**config.mk**
```make
export PLATFORM = sky130hd
export DESIGN_NAME = bwmon_top
export DESIGN_NICKNAME = d
export VERILOG_FILES = /design/src/rtl/bwmon_pkg.sv /design/src/rtl/bwmon_sat_counter.sv /design/src/rtl/bwmon_channel.sv /design/src/rtl/bwmon_divider.sv /design/src/rtl/bwmon_top.sv
export SDC_FILE = /design/constraint.sdc
export NUM_CORES = 1
export LEC_CHECK = 0
export BUFFER_PORTS_ARGS = -buffer_cell sky130_fd_sc_hd__buf_4
export CORE_ASPECT_RATIO = 0.5
export CORE_MARGIN = 3
export CORE_UTILIZATION = 45
export DETAILED_ROUTE_END_ITERATION = 7
export GPL_ROUTABILITY_DRIVEN = 0
export GPL_TIMING_DRIVEN = 0
export MAX_ROUTING_LAYER = met4
export PLACE_DENSITY = 0.62
export SETUP_SLACK_MARGIN = 0.1
export SKIP_LAST_GASP = 1
export SLEW_MARGIN = 20
export SYNTH_ARGS = -nofsm -noshare
export SYNTH_HDL_FRONTEND = slang
export SYNTH_SLANG_ARGS = --single-unit
export TNS_END_PERCENT = 5
```
**constraint.sdc**
```tcl
create_clock -name clk -period 22.3 [get_ports clk]
set_input_delay 1.115 -clock clk [delete_from_list [all_inputs] [get_ports clk]]
set_output_delay 1.115 -clock clk [all_outputs]
set_load 0.02 [all_outputs]
```
**src/rtl/bwmon_pkg.sv**
```systemverilog
package bwmon_pkg;
  localparam int NUM_CH    = 2;
  localparam int NUM_CNT   = 4;
  localparam int IDX_WR    = 0;
  localparam int IDX_RD    = 1;
  localparam int IDX_ACT   = 2;
  localparam int IDX_TIME  = 3;
  localparam int EFF_SCALE = 400;
  localparam int EFF_MAX   = 2 * EFF_SCALE;

  typedef enum logic [1:0] {
    MON_STOP = 2'd0,
    MON_RUN  = 2'd1,
    MON_DIV0 = 2'd2,
    MON_DIV1 = 2'd3
  } mon_state_e;
endpackage

```
**src/rtl/bwmon_sat_counter.sv**
```systemverilog
module bwmon_sat_counter #(
  parameter int W = 32
) (
  input  logic         clk,
  input  logic         rst,
  input  logic         clr,
  input  logic         inc,
  output logic [W-1:0] cnt
);
  localparam logic [W-1:0] CNT_MAX = {W{1'b1}};

  always_ff @(posedge clk) begin
    if (rst || clr) cnt <= '0;
    else if (inc && cnt != CNT_MAX) cnt <= cnt + 1'b1;
  end

  // a full counter holds its value until cleared
  a_r9_saturate: assert property (@(posedge clk) disable iff (rst)
    (cnt == CNT_MAX && !clr) |=> (cnt == CNT_MAX));
endmodule

```
**src/rtl/bwmon_channel.sv**
```systemverilog
module bwmon_channel
  import bwmon_pkg::*;
#(
  parameter int CNT_W = 32
) (
  input  logic                            clk,
  input  logic                            rst,
  input  logic                            clr,
  input  logic                            en,
  input  logic                            wr,
  input  logic                            rd,
  input  logic                            act,
  output logic [NUM_CNT-1:0][CNT_W-1:0]   cnt
);
  logic [NUM_CNT-1:0] inc;

  always_comb begin
    inc           = '0;
    inc[IDX_WR]   = en & wr;
    inc[IDX_RD]   = en & rd;
    inc[IDX_ACT]  = en & act;
    inc[IDX_TIME] = en;
  end

  for (genvar k = 0; k < NUM_CNT; k++) begin : g_cnt
    bwmon_sat_counter #(.W(CNT_W)) u_cnt (
      .clk (clk),
      .rst (rst),
      .clr (clr),
      .inc (inc[k]),
      .cnt (cnt[k])
    );
  end

  // counters frozen whenever counting is disabled
  a_r4_freeze: assert property (@(posedge clk) disable iff (rst)
    (!en && !clr) |=> $stable(cnt));
  // a clear empties every counter of the channel
  a_r5_clear: assert property (@(posedge clk) disable iff (rst)
    clr |=> (cnt == '0));
endmodule

```
**src/rtl/bwmon_divider.sv**
```systemverilog
module bwmon_divider #(
  parameter int DVD_W = 64,
  parameter int DVS_W = 32
) (
  input  logic             clk,
  input  logic             rst,
  input  logic             start,
  input  logic [DVD_W-1:0] dividend,
  input  logic [DVS_W-1:0] divisor,
  output logic             done,
  output logic [DVD_W-1:0] quotient
);
  localparam int IT_W = $clog2(DVD_W + 1);

  logic             busy;
  logic [IT_W-1:0]  left;
  logic [DVS_W-1:0] dvs;
  logic [DVS_W-1:0] rem;
  logic [DVD_W-1:0] quo;
  logic [DVS_W:0]   trial;
  logic [DVS_W:0]   diff;
  logic             fits;

  always_comb begin
    trial = {rem, quo[DVD_W-1]};
    diff  = trial - {1'b0, dvs};
    fits  = (trial >= {1'b0, dvs});
  end

  always_ff @(posedge clk) begin
    if (rst) begin
      busy <= 1'b0;
      left <= '0;
      dvs  <= '0;
      rem  <= '0;
      quo  <= '0;
      done <= 1'b0;
    end else begin
      done <= 1'b0;
      if (!busy) begin
        if (start) begin
          if (divisor == '0) begin
            quo  <= '0;
            done <= 1'b1;
          end else begin
            busy <= 1'b1;
            left <= IT_W'(DVD_W);
            dvs  <= divisor;
            rem  <= '0;
            quo  <= dividend;
          end
        end
      end else begin
        rem  <= fits ? diff[DVS_W-1:0] : trial[DVS_W-1:0];
        quo  <= {quo[DVD_W-2:0], fits};
        left <= left - 1'b1;
        if (left == IT_W'(1)) begin
          busy <= 1'b0;
          done <= 1'b1;
        end
      end
    end
  end

  assign quotient = quo;

  // the partial remainder always stays below the divisor
  a_r1_rem_below: assert property (@(posedge clk) disable iff (rst)
    busy |-> (rem < dvs));
  // a zero divisor finishes at once with a zero quotient
  a_r7_zero_div: assert property (@(posedge clk) disable iff (rst)
    (start && !busy && divisor == '0) |=> (done && quotient == '0));
endmodule

```
**src/rtl/bwmon_top.sv**
```systemverilog
module bwmon_top
  import bwmon_pkg::*;
#(
  parameter int CNT_W  = 32,
  parameter int PROD_W = 64,
  parameter int EFF_W  = 16
) (
  input  logic             clk,
  input  logic             rst,
  input  logic             run_start,
  input  logic             run_stop,
  input  logic             sample_req,
  input  logic [1:0]       wr_beat,
  input  logic [1:0]       rd_beat,
  input  logic [1:0]       row_act,
  output logic             result_valid,
  output logic [EFF_W-1:0] eff_ch0,
  output logic [EFF_W-1:0] eff_ch1
);
  mon_state_e state;
  logic       resume;
  logic       sel;
  logic       div_go;
  logic       div_done;
  logic [PROD_W-1:0] div_q;
  logic [EFF_W-1:0]  q_hold;

  logic idle_like;
  logic accept_start;
  logic accept_sample;
  logic count_en;
  logic restart;
  logic cnt_clr;

  logic [NUM_CH-1:0][NUM_CNT-1:0][CNT_W-1:0] cnt_all;
  logic [PROD_W-1:0] beat_sum;
  logic [PROD_W-1:0] scaled;
  logic [CNT_W-1:0]  window;

  always_comb begin
    idle_like     = (state == MON_STOP) || (state == MON_RUN);
    accept_start  = idle_like && run_start;
    accept_sample = idle_like && sample_req && !run_start;
    count_en      = (state == MON_RUN) && !run_start && !run_stop && !sample_req;
    restart       = (state == MON_DIV1) && div_done && resume;
    cnt_clr       = accept_start || restart;
  end

  for (genvar c = 0; c < NUM_CH; c++) begin : g_ch
    bwmon_channel #(.CNT_W(CNT_W)) u_ch (
      .clk (clk),
      .rst (rst),
      .clr (cnt_clr),
      .en  (count_en),
      .wr  (wr_beat[c]),
      .rd  (rd_beat[c]),
      .act (row_act[c]),
      .cnt (cnt_all[c])
    );
  end

  always_comb begin
    beat_sum = PROD_W'(cnt_all[sel][IDX_WR]) + PROD_W'(cnt_all[sel][IDX_RD]);
    scaled   = beat_sum * PROD_W'(EFF_SCALE);
    window   = cnt_all[sel][IDX_TIME];
  end

  bwmon_divider #(.DVD_W(PROD_W), .DVS_W(CNT_W)) u_div (
    .clk      (clk),
    .rst      (rst),
    .start    (div_go),
    .dividend (scaled),
    .divisor  (window),
    .done     (div_done),
    .quotient (div_q)
  );

  always_ff @(posedge clk) begin
    if (rst) begin
      state        <= MON_STOP;
      resume       <= 1'b0;
      sel          <= 1'b0;
      div_go       <= 1'b0;
      q_hold       <= '0;
      result_valid <= 1'b0;
      eff_ch0      <= '0;
      eff_ch1      <= '0;
    end else begin
      div_go       <= 1'b0;
      result_valid <= 1'b0;
      case (state)
        MON_STOP, MON_RUN: begin
          if (accept_start) begin
            state <= MON_RUN;
          end else if (accept_sample) begin
            resume <= (state == MON_RUN);
            sel    <= 1'b0;
            div_go <= 1'b1;
            state  <= MON_DIV0;
          end else if (run_stop) begin
            state <= MON_STOP;
          end
        end
        MON_DIV0: begin
          if (div_done) begin
            q_hold <= div_q[EFF_W-1:0];
            sel    <= 1'b1;
            div_go <= 1'b1;
            state  <= MON_DIV1;
          end
        end
        default: begin
          if (div_done) begin
            result_valid <= 1'b1;
            eff_ch0      <= q_hold;
            eff_ch1      <= div_q[EFF_W-1:0];
            state        <= resume ? MON_RUN : MON_STOP;
          end
        end
      endcase
    end
  end

  // one pulse per sample
  a_r8_single_pulse: assert property (@(posedge clk) disable iff (rst)
    result_valid |=> !result_valid);
  // wide product keeps every result within the physical ceiling
  a_r2_bound: assert property (@(posedge clk) disable iff (rst)
    result_valid |-> (eff_ch0 <= EFF_W'(EFF_MAX) && eff_ch1 <= EFF_W'(EFF_MAX)));
  // a request during computation does not leave the divide states
  a_r10_busy_ignore: assert property (@(posedge clk) disable iff (rst)
    (state == MON_DIV0 && !div_done) |=> (state == MON_DIV0));
endmodule

```
==> impl_metrics.yaml <==
synthesis:
  synthMuxAreaShare: 0.05625
  yosysWarningCount: 0
  synth.avg_cell_area_sq_um: 8.235
  synth_edf_count: 0
  synth-xor-area-share: 0.09433
  yosysTopAreaCell: "dfxtp_1"
  synth_seq_area_share: 0.3201
  synth_compound_area_frac: 0.1440
  yosysUniqueCellTypes: 73
  syn_inst: 2909
  async_flop_share: 0
  synth_top_area_frac: 0.3201
  yosys_most_used_dff: "dfxtp_1"
  ys_ff_latch: 383
  synth_top_family_by_area: "simple AND/OR/NAND/NOR gates"
  synthTopCellsByArea: "dfxtp_1 32%, ha_1 9.4%, xor2_1 5.4%"
  yosys.area_share.simple: 0.2109
  synth_adder_area_share: 0.1191
  synth.cell_area_sq_mm: 0.02396
  syn-num-nets: 3130
global_route:
  grt_max_degree: 15
  grt_overflow_total: 0
  antenna_found_initial: 0
  grt_pass1_wl_um: 101300
  grt_pass1_vias: 19061
  grt_usage: 0.2275
layout:
  mostFrequentLayoutCells: "383 x dfxtp_1, 330 x nor2_1, 264 x nand2_1"
  syn2layout_area_growth_pct: 10.37
  final_area_sq_mm: 0.02644
  nNetsFinal: 3212
  layout_commonest_cell: "dfxtp_1"
  final_util: 0.5059
  drive_gt1_frac: 0.06358
  stdcell_count: 3722
timing:
  rsz0062_at_grt: "no"
  hold_slack_ns: 0.4515
  fin_crit_ns: 9.077
  finalSetupTns_ns: 0
  fmax_ghz: 0.1102
  finalMaxSlewViolations: 0
  max_slew_margin: 0.2407
  finalHoldViolCount: 0
  setup_viol: 0
  worst_pin_slew_ns: 1.130
  finalCritPeriodShare: 0.4070
  worst_slack_ns: 13.22
  clock_skew_ns: 0.02690
power_and_ir_drop:
  power.share.clock: 0.444
  pwr-share-comb: 0.104
  power_mw: 1.533
  ir_drop_mv: 0.03501
  p_leak_nw: 10.55
  p_per_area_mw_per_mm2: 57.98
  pwr-share-seq: 0.452
  p_switching_uw: 408.2
  p_int_mw: 1.125
  sw_frac_of_total: 0.2663
placement:
  dp_cells: 3651
  port_buffers: 41
  postPlaceCellArea_sq_mm: 0.02514
  hpwl_um: 48590
  pre_cts_slack_ns: 13.32
critical_path:
  worst-r2r-cell-count: 31
  max_stage_delay_ns: 0.76
  r2r_end: "u_div.quotient[40]$_SDFFE_PP0P_"
  critPathKind: "reg -> reg"
  crit_path_frequent_cell: "ha_1"
  reg2reg_from: "sel$_SDFFE_PP0P_"
  critical_path_required_ns: 22.74
  end_kind: "flip-flop"
  worstPathMaxFanout: 10
  slowest_stage: "buf_1"
  r2r_setup_slack_ns: 13.22
  arrival_ns: 9.51
  startpoint_type: "flip-flop"
drt:
  drc: 0
  first_pass_iters: 5
  ant_nets: 0
  wl_um: 63170
  dr_total_vias: 20226
  drt_iter0_drc: 1440
  wl_per_cell_um: 16.97
  vias_per_cell: 5.434
hold_path:
  hp-start: "q_hold[11]$_SDFFE_PP0P_"
  hold_path_depth: 2
  holdCritPathClass: "reg -> reg"
  hold-path-endpoint: "eff_ch0[11]$_SDFFE_PP0P_"
clock_network:
  insertion_delay_ns: 0.57
  clock-sinks: 383
  cts-root-buf: "clkbuf_16"
  clk_pin_slew_ns: 0.07
  cts.hold.buffers_added: 0
  cts_made_buffers: 39
  cts_resized: 0
  post-cts-setup-buffers: 0
  htree_levels: 2
  clk_path_buf_depth: 3
  cts_tree: "yes"
job:
  cap_violations: 0
die:
  io_pins: 44
  core_sq_mm: 0.05227
  fp.dieH_um: 169.2
  dieArea_sq_mm: 0.05621
  start_util: 0.4583
  rows: 59
  chipWidth_um: 332.3
status:
  status: "finished clean"
-- critical path, delay by kind of cell, from the launching register on --
family	cells	cell delay (ns)
buf+inv	6	1.96
fa+ha+maj	6	1.93
simple gates	3	0.63
xor+xnor	2	0.33
flops	1	0.37
mux	1	0.45
compound gates	13	3.26
-- synth_stat cells, types with 59 or more instances --
master    count
a21oi_1     213
clkbuf_1    117
dfxtp_1     383
ha_1        180
inv_1       210
mux2_2       61
mux2i_1      66
nand2_1     264
nand3_1      84
nor2_1      330
nor3b_1      59
o21ai_0      99
xnor2_1     111
xor2_1      147
-- per-layer routing --
metal	GRT usage	up-vias	share of wire
met5	-	-	0
met4	0.04756	0	0.020
met3	0.02990	89	0.049
met2	0.3501	379	0.43
met1	0.3205	9515	0.50
li1	-	10243	-
-- state kept, by name, summed over array words and instances, names as in the netlist --
signal	cells
eff_ch0	16
u_div.quotient	64
eff_ch1	16
state	2
u_div.done	1
u_div.rem	32
u_div.dvs	32
div_go	1
g_ch.u_ch.g_cnt.u_cnt.cnt	192
result_valid	1
u_div.busy	1
q_hold	16
u_div.left	7
sel	1
resume	1
-- power groups by stage --
stage          registers [mW]  clock network, mW  logic (mW)
6_report                0.693              0.681       0.159
3_5_place_dp            0.708                  0       0.158
5_1_grt                 0.693              0.721       0.173
2_1_floorplan           0.707                  0       0.111
3_3_place_gp            0.708                  0       0.158
4_1_cts                 0.692              0.693       0.158
-- how the worst max path moves through the flow --
stage	slack, ns	start	cells after the start	to
2_1_floorplan	14.96	sel$_SDFFE_PP0P_	31	u_div.quotient[40]$_SDFFE_PP0P_
3_3_place_gp	13.39	sel$_SDFFE_PP0P_	31	u_div.quotient[40]$_SDFFE_PP0P_
3_5_place_dp	13.32	sel$_SDFFE_PP0P_	31	u_div.quotient[40]$_SDFFE_PP0P_
4_1_cts	13.29	sel$_SDFFE_PP0P_	31	u_div.quotient[40]$_SDFFE_PP0P_
5_1_grt	12.74	sel$_SDFFE_PP0P_	31	u_div.quotient[40]$_SDFFE_PP0P_
6_report	13.22	sel$_SDFFE_PP0P_	31	u_div.quotient[40]$_SDFFE_PP0P_
-- cells by family after synthesis --
group,count (synthesis)
and+or+nand+nor,1036
AOI/OAI and AO/OA,552
DFF,383
buffers and inverters,343
xor gates and xnor gates,258
adders and majority gates,210
muxes,127
-- area by class of cell --
class                           instances  area, sq um
Inverter                              210        788.3
Antenna cell                            1        2.502
Timing Repair Buffer                   41        307.8
Tap cell                              701        877.1
Buffer                                133        539.3
Multi-Input combinational cell       2183        14960
Fill cell                            5112        25830
Sequential cell                       383         7667
Clock buffer                           55         1106
Clock inverter                         15        190.2
No activity file was read; power rests on OpenSTA's default activity.
